[src/rtl/wdg_pkg.sv]
package wdg_pkg;
  // register index = byte offset >> 2
  localparam logic [2:0] IDX_COUNT   = 3'd0;
  localparam logic [2:0] IDX_RELOAD  = 3'd1;
  localparam logic [2:0] IDX_RESTART = 3'd2;
  localparam logic [2:0] IDX_CTRL    = 3'd3;
  localparam logic [2:0] IDX_STATUS  = 3'd4;
  localparam logic [2:0] IDX_CLEAR   = 3'd5;

  localparam logic [15:0] RESTART_KEY = 16'h4755;

  // control bit positions
  localparam int B_EN     = 0;
  localparam int B_RSTEN  = 1;
  localparam int B_IRQEN  = 2;
  localparam int B_EXTEN  = 3;
  localparam int B_TBSEL  = 4;
  localparam int B_SCOPE  = 5;
  localparam int THR_LSB  = 10;
  localparam int FLAG_BIT = 2;

  typedef enum logic [1:0] {
    SCOPE_SOC  = 2'b00,
    SCOPE_CHIP = 2'b01,
    SCOPE_CPU  = 2'b10,
    SCOPE_RSVD = 2'b11
  } scope_e;
endpackage

[src/rtl/wdg_regfile.sv]
module wdg_regfile
  import wdg_pkg::*;
#(
  parameter int DW = 32,
  parameter int AW = 5,
  parameter logic [DW-1:0] RELOAD_RST = 32'h0000_0FFF
) (
  input  logic          clk,
  input  logic          rst_n,
  input  logic          wen,
  input  logic [AW-1:0] addr,
  input  logic [DW-1:0] wdata,
  input  logic [DW-1:0] count_i,
  input  logic          flag_i,
  output logic [DW-1:0] reload_o,
  output logic [DW-1:0] ctrl_o,
  output logic          key_hit_o,
  output logic          clr_o,
  output logic [DW-1:0] rdata_o
);
  localparam int LOW_W = THR_LSB - 7;
  localparam logic [DW-1:0] CTRL_MASK = {{(DW-THR_LSB){1'b1}}, {LOW_W{1'b0}}, 7'h7F};
  localparam logic [DW-1:0] KEY_FULL  = DW'(RESTART_KEY);

  logic [2:0]    idx;
  logic [DW-1:0] reload_q, ctrl_q;

  assign idx       = addr[4:2];
  assign key_hit_o = wen && (idx == IDX_RESTART) && (wdata == KEY_FULL);
  assign clr_o     = wen && (idx == IDX_CLEAR) && wdata[0];

  always_ff @(posedge clk or negedge rst_n) begin
    if (!rst_n) begin
      reload_q <= RELOAD_RST;
      ctrl_q   <= '0;
    end else if (wen) begin
      if (idx == IDX_RELOAD) reload_q <= wdata;
      if (idx == IDX_CTRL)   ctrl_q   <= wdata & CTRL_MASK;
    end
  end

  always_comb begin
    rdata_o = '0;
    case (idx)
      IDX_COUNT:  rdata_o = count_i;
      IDX_RELOAD: rdata_o = reload_q;
      IDX_CTRL:   rdata_o = ctrl_q;
      IDX_STATUS: rdata_o[FLAG_BIT] = flag_i;
      default:    rdata_o = '0;
    endcase
  end

  assign reload_o = reload_q;
  assign ctrl_o   = ctrl_q;
endmodule

[src/rtl/wdg_down_counter.sv]
module wdg_down_counter #(
  parameter int DW = 32,
  parameter logic [DW-1:0] RELOAD_RST = 32'h0000_0FFF
) (
  input  logic          clk,
  input  logic          rst_n,
  input  logic          en,
  input  logic          tb_sel,
  input  logic          tick,
  input  logic          restart,
  input  logic [DW-1:0] reload,
  output logic [DW-1:0] count_o,
  output logic [DW-1:0] count_nxt_o,
  output logic          stepped_o,
  output logic          expire_o
);
  logic [DW-1:0] count_q, count_n;
  logic          step, at_zero, expire_q;

  assign step      = en && (tb_sel ? tick : 1'b1);
  assign at_zero   = (count_q == '0);
  assign stepped_o = step && !restart;

  always_comb begin
    count_n = count_q;
    if (restart)        count_n = reload;
    else if (step)      count_n = at_zero ? reload : count_q - 1'b1;
  end

  always_ff @(posedge clk or negedge rst_n) begin
    if (!rst_n) begin
      count_q  <= RELOAD_RST;
      expire_q <= 1'b0;
    end else begin
      count_q  <= count_n;
      expire_q <= stepped_o && at_zero;
    end
  end

  assign count_o     = count_q;
  assign count_nxt_o = count_n;
  assign expire_o    = expire_q;
endmodule

[src/rtl/wdg_pretimeout.sv]
module wdg_pretimeout #(
  parameter int DW  = 32,
  parameter int LSB = 10
) (
  input  logic             clk,
  input  logic             rst_n,
  input  logic             irq_en,
  input  logic             stepped,
  input  logic [DW-1:0]    cur,
  input  logic [DW-1:0]    nxt,
  input  logic [DW-LSB-1:0] thr,
  input  logic             clr,
  output logic             flag_o
);
  logic flag_q, enter;

  assign enter = irq_en && stepped &&
                 (nxt[DW-1:LSB] == thr) && (cur[DW-1:LSB] != thr);

  always_ff @(posedge clk or negedge rst_n) begin
    if (!rst_n)      flag_q <= 1'b0;
    else if (enter)  flag_q <= 1'b1;
    else if (clr)    flag_q <= 1'b0;
  end

  assign flag_o = flag_q;
endmodule

[src/rtl/wdg_top.sv]
module wdg_top
  import wdg_pkg::*;
#(
  parameter int DW = 32,
  parameter int AW = 5,
  parameter logic [DW-1:0] RELOAD_RST = 32'h0000_0FFF
) (
  input  logic          clk,
  input  logic          rst_n,
  input  logic          tick,
  input  logic          bus_wen,
  input  logic [AW-1:0] bus_addr,
  input  logic [DW-1:0] bus_wdata,
  output logic [DW-1:0] bus_rdata,
  output logic          expire,
  output logic          rst_req,
  output logic          ext_req,
  output logic [1:0]    rst_scope,
  output logic          irq
);
  logic [DW-1:0] reload, ctrl, count, count_nxt;
  logic          key_hit, clr, flag, stepped;

  wdg_regfile #(.DW(DW), .AW(AW), .RELOAD_RST(RELOAD_RST)) u_regs (
    .clk(clk), .rst_n(rst_n), .wen(bus_wen), .addr(bus_addr), .wdata(bus_wdata),
    .count_i(count), .flag_i(flag), .reload_o(reload), .ctrl_o(ctrl),
    .key_hit_o(key_hit), .clr_o(clr), .rdata_o(bus_rdata)
  );

  wdg_down_counter #(.DW(DW), .RELOAD_RST(RELOAD_RST)) u_cnt (
    .clk(clk), .rst_n(rst_n), .en(ctrl[B_EN]), .tb_sel(ctrl[B_TBSEL]), .tick(tick),
    .restart(key_hit), .reload(reload), .count_o(count), .count_nxt_o(count_nxt),
    .stepped_o(stepped), .expire_o(expire)
  );

  wdg_pretimeout #(.DW(DW), .LSB(THR_LSB)) u_pre (
    .clk(clk), .rst_n(rst_n), .irq_en(ctrl[B_IRQEN]), .stepped(stepped),
    .cur(count), .nxt(count_nxt), .thr(ctrl[DW-1:THR_LSB]), .clr(clr), .flag_o(flag)
  );

  assign rst_req   = expire && ctrl[B_RSTEN];
  assign ext_req   = expire && ctrl[B_EXTEN];
  assign rst_scope = ctrl[B_SCOPE+1:B_SCOPE];
  assign irq       = flag;
endmodule

[config.mk]
export PLATFORM = sky130hd
export DESIGN_NAME = wdg_top
export DESIGN_NICKNAME = d
export VERILOG_FILES = /design/src/rtl/wdg_pkg.sv /design/src/rtl/wdg_regfile.sv /design/src/rtl/wdg_down_counter.sv /design/src/rtl/wdg_pretimeout.sv /design/src/rtl/wdg_top.sv
export SDC_FILE = /design/constraint.sdc
export NUM_CORES = 1
export LEC_CHECK = 0
export BUFFER_PORTS_ARGS = -buffer_cell sky130_fd_sc_hd__buf_2
export CAP_MARGIN = 25
export CORE_MARGIN = 2
export CORE_UTILIZATION = 53
export DETAILED_ROUTE_END_ITERATION = 8
export PLACE_DENSITY = 0.77
export SETUP_SLACK_MARGIN = 0.3
export SYNTH_ARGS = -nofsm -noshare
export SYNTH_HDL_FRONTEND = slang
export SYNTH_SLANG_ARGS = --single-unit
[constraint.sdc]
create_clock -name clk -period 2.75 [get_ports clk]
set_input_delay 0.4125 -clock clk [delete_from_list [all_inputs] [get_ports clk]]
set_output_delay 0.4125 -clock clk [all_outputs]
set_load 0.01 [all_outputs]
==> metrics.txt <==
Die H 114 um; area share of the largest cell type after synthesis 27.8%; wirelength, routed 25400 um; fill cell count 875; sequential area share after synthesis 37.7%; Clock Latency Late Sink 0.36 ns; failing checks setup timing; RSZ-0062 raised after global routing true; Most Used Layer, Global Route met2; hold buffer count at cts 0; WL per Instance 23.3 um; clock root cell clkbuf_16; Util after Layout 75.0%; Crit path arrival time 3.38 ns; DR iter-0 viols 940; Worst Setup Start Kind flop; Layout area overhead 39.8%; Clock Tree Buf Depth 2; EDFF count, synth 0; CORE AREA 11900 um^2; most frequent cells after synthesis nor2_1, dfrtp_1, mux2_2, a21oi_1, nand2_1; largest net degree at the start of global routing 59; cell with the most instances after synthesis nor2_1; antenna violations before repair 1; met3 usage 7.07%; status finished with violations; GP Congestion 0.993; CP required 3.01 ns; leakage 0.00418 uW; post-synthesis register bit count 95; max frequency 321 MHz; HP Class input pin to async pin; Final Hold Fails 0; nets@finish 977; Residual DRC 0; Initial Util 53.7%; drt first pass iters 5; Final Hold Slack 0.0142 ns; Syn Inst Count 714; Setup Skew 0.0143 ns; die area 13000 um^2; via count 6840; post-route setup slack -0.370 ns; ANT nets after route 0; # H-tree levels 3; # setup viols final 1; post-route setup TNS -0.370 ns; I/O pin count 79; routing usage on met1 57.4%; Crit Path Class flop to flop; YS warnings 0; prevailing post-synth register cell dfrtp_1; clock slew at reported path FFs 0.07 ns; vias in the first global route 6787; crit-path max FO 7; share of post-route cells with drive strength above 1 44.9%; largest cells by area after synthesis dfrtp_1, dfstp_2, mux2_2, mux2i_1, nor2_1; Design Area, Final 8930 um^2; TritonCTS clock tree yes; GRT met2 Usage 60.5%; VDD IR max 510 uV; Worst Tran Pin Value 0.634 ns; Total GRT Usage 39.8%; number of core rows 40; asr flop ratio synth 100%; Netlist cell types 74; crit path capture type flop; max-slew violations 0; TritonCTS Sinks 95; total CTS buffers 9; PwrDens 617 nW/um^2; Cell Area, Synth 6390 um^2; Mean Syn Cell Area 8.95 um^2; grt ovf 0; fin crit share 113%; width of the die 114 um; post-placement cell area 8040 um^2; leading area contributor after synthesis dfrtp_1; Port Buf Inserts 76; Final HPWL DP 18900 um; post-synthesis net count 757; max cap viols 0; Final min period 3.12 ns; Slew headroom 57.7%; first-pass GRT wire length 38700 um; vias per cell 6.29
-- layout make-up --
class | count | area, um^2 | area share (%)
clock buffers | 10 | 229 | 2.56
repair buffers | 259 | 1870 | 21.0
multi-input cells | 543 | 4050 | 45.3
flip-flops and latches | 95 | 2410 | 27.0
inverters | 26 | 97.6 | 1.09
diodes | 1 | 2.50 | 0.0280
well taps | 147 | 184 | 2.06
clock inverters | 6 | 91.3 | 1.02
-- power by group --
part           switching, uW  internal [uW]
clock                    590            807
combinational           1100            930
sequential               334           1750
total                   2030           3490
-- stage by stage --
step	worst slack [ns]	total power [uW]	cells
after global placement	-0.690	3830	1052
after CTS	-0.363	5350	1080
after detailed placement	-0.760	3880	1052
after floorplan	-0.0281	2990	714
after global routing	-0.462	5730	1086
final	-0.370	5510	1087
-- state kept, by name (all words and copies together), names as in the netlist --
signal / flops
u_cnt.count_o: 32
u_cnt.expire_o: 1
u_pre.flag_o: 1
u_regs.ctrl_o: 29
u_regs.reload_o: 32
-- worst max-delay path, cell delays in order, from the launching register on --
cell,delay [ns]
dfstp_2,0.38
inv_2,0.05
ha_2,0.16
or3b_4,0.41
nor4_4,0.26
nor4b_4,0.25
buf_6,0.17
a21oi_4,0.12
mux2_2,0.31
nor2_4,0.04
a2111oi_2,0.40
nand4b_1,0.22
o31ai_1,0.24
-- layer usage --
metal | vias up | part of all wire [%]
met3 | 58 | 9.8
met4 | 0 | 2.9
met1 | 3338 | 42
met2 | 428 | 45
li1 | 3016 | -
met5 | - | 0
-- path summary, 6_finish.rpt --
kind / from / end / slack (ns) / cells past startpoint
hold / removal: rst_n / u_regs.ctrl_o[6] / 0.01 / 1
hold reg to reg: u_regs.reload_o[8] / u_cnt.count_o[8] / 0.49 / 2
max in group asynchronous: rst_n / u_cnt.count_o[11] / 1.99 / 2
setup / recovery: u_cnt.count_o[1] / u_pre.flag_o / -0.37 / 12
setup reg to reg: u_cnt.count_o[1] / u_pre.flag_o / -0.37 / 12
min in group clk: bus_wdata[7] / u_regs.reload_o[7] / 0.30 / 2
-- cells in the final DEF, fill, tap and decap left out, drive strengths merged, types with 6 or more instances in the layout --
master / synthesis / layout
buf: 14 / 259
nor2: 95 / 95
dfrtp: 71 / 71
a21oi: 55 / 56
mux2: 55 / 55
nand2: 38 / 38
mux2i: 36 / 36
o21ai: 35 / 35
inv: 26 / 29
nor3: 25 / 25
xor2: 24 / 24
dfstp: 24 / 24
nor4: 19 / 19
xnor2: 18 / 18
nand4: 16 / 16
or3: 13 / 13
nand3: 11 / 11
clkbuf: 37 / 10
a32oi: 6 / 6
a31oi: 6 / 6
-- what timing repair did --
action | CTS | global route
setup buffers | 12 | 5
cloned | 0 | 1
setup endpoints to repair | 29 | 32
gates resized for setup | 61 | 44
pin swaps | 20 | 18
-- cell families after synthesis --
group / Yosys count / synth area share, %
flip-flops: 95 / 37.7
AO/OA/AOI/OAI: 154 / 15.4
multiplexers: 91 / 15.3
XOR/XNOR: 42 / 5.76
AND/OR/NAND/NOR: 253 / 20.5
adder cells (fa/ha/maj): 2 / 0.391
buffers and inverters: 77 / 4.95
No activity file was read; power rests on OpenSTA's default activity.
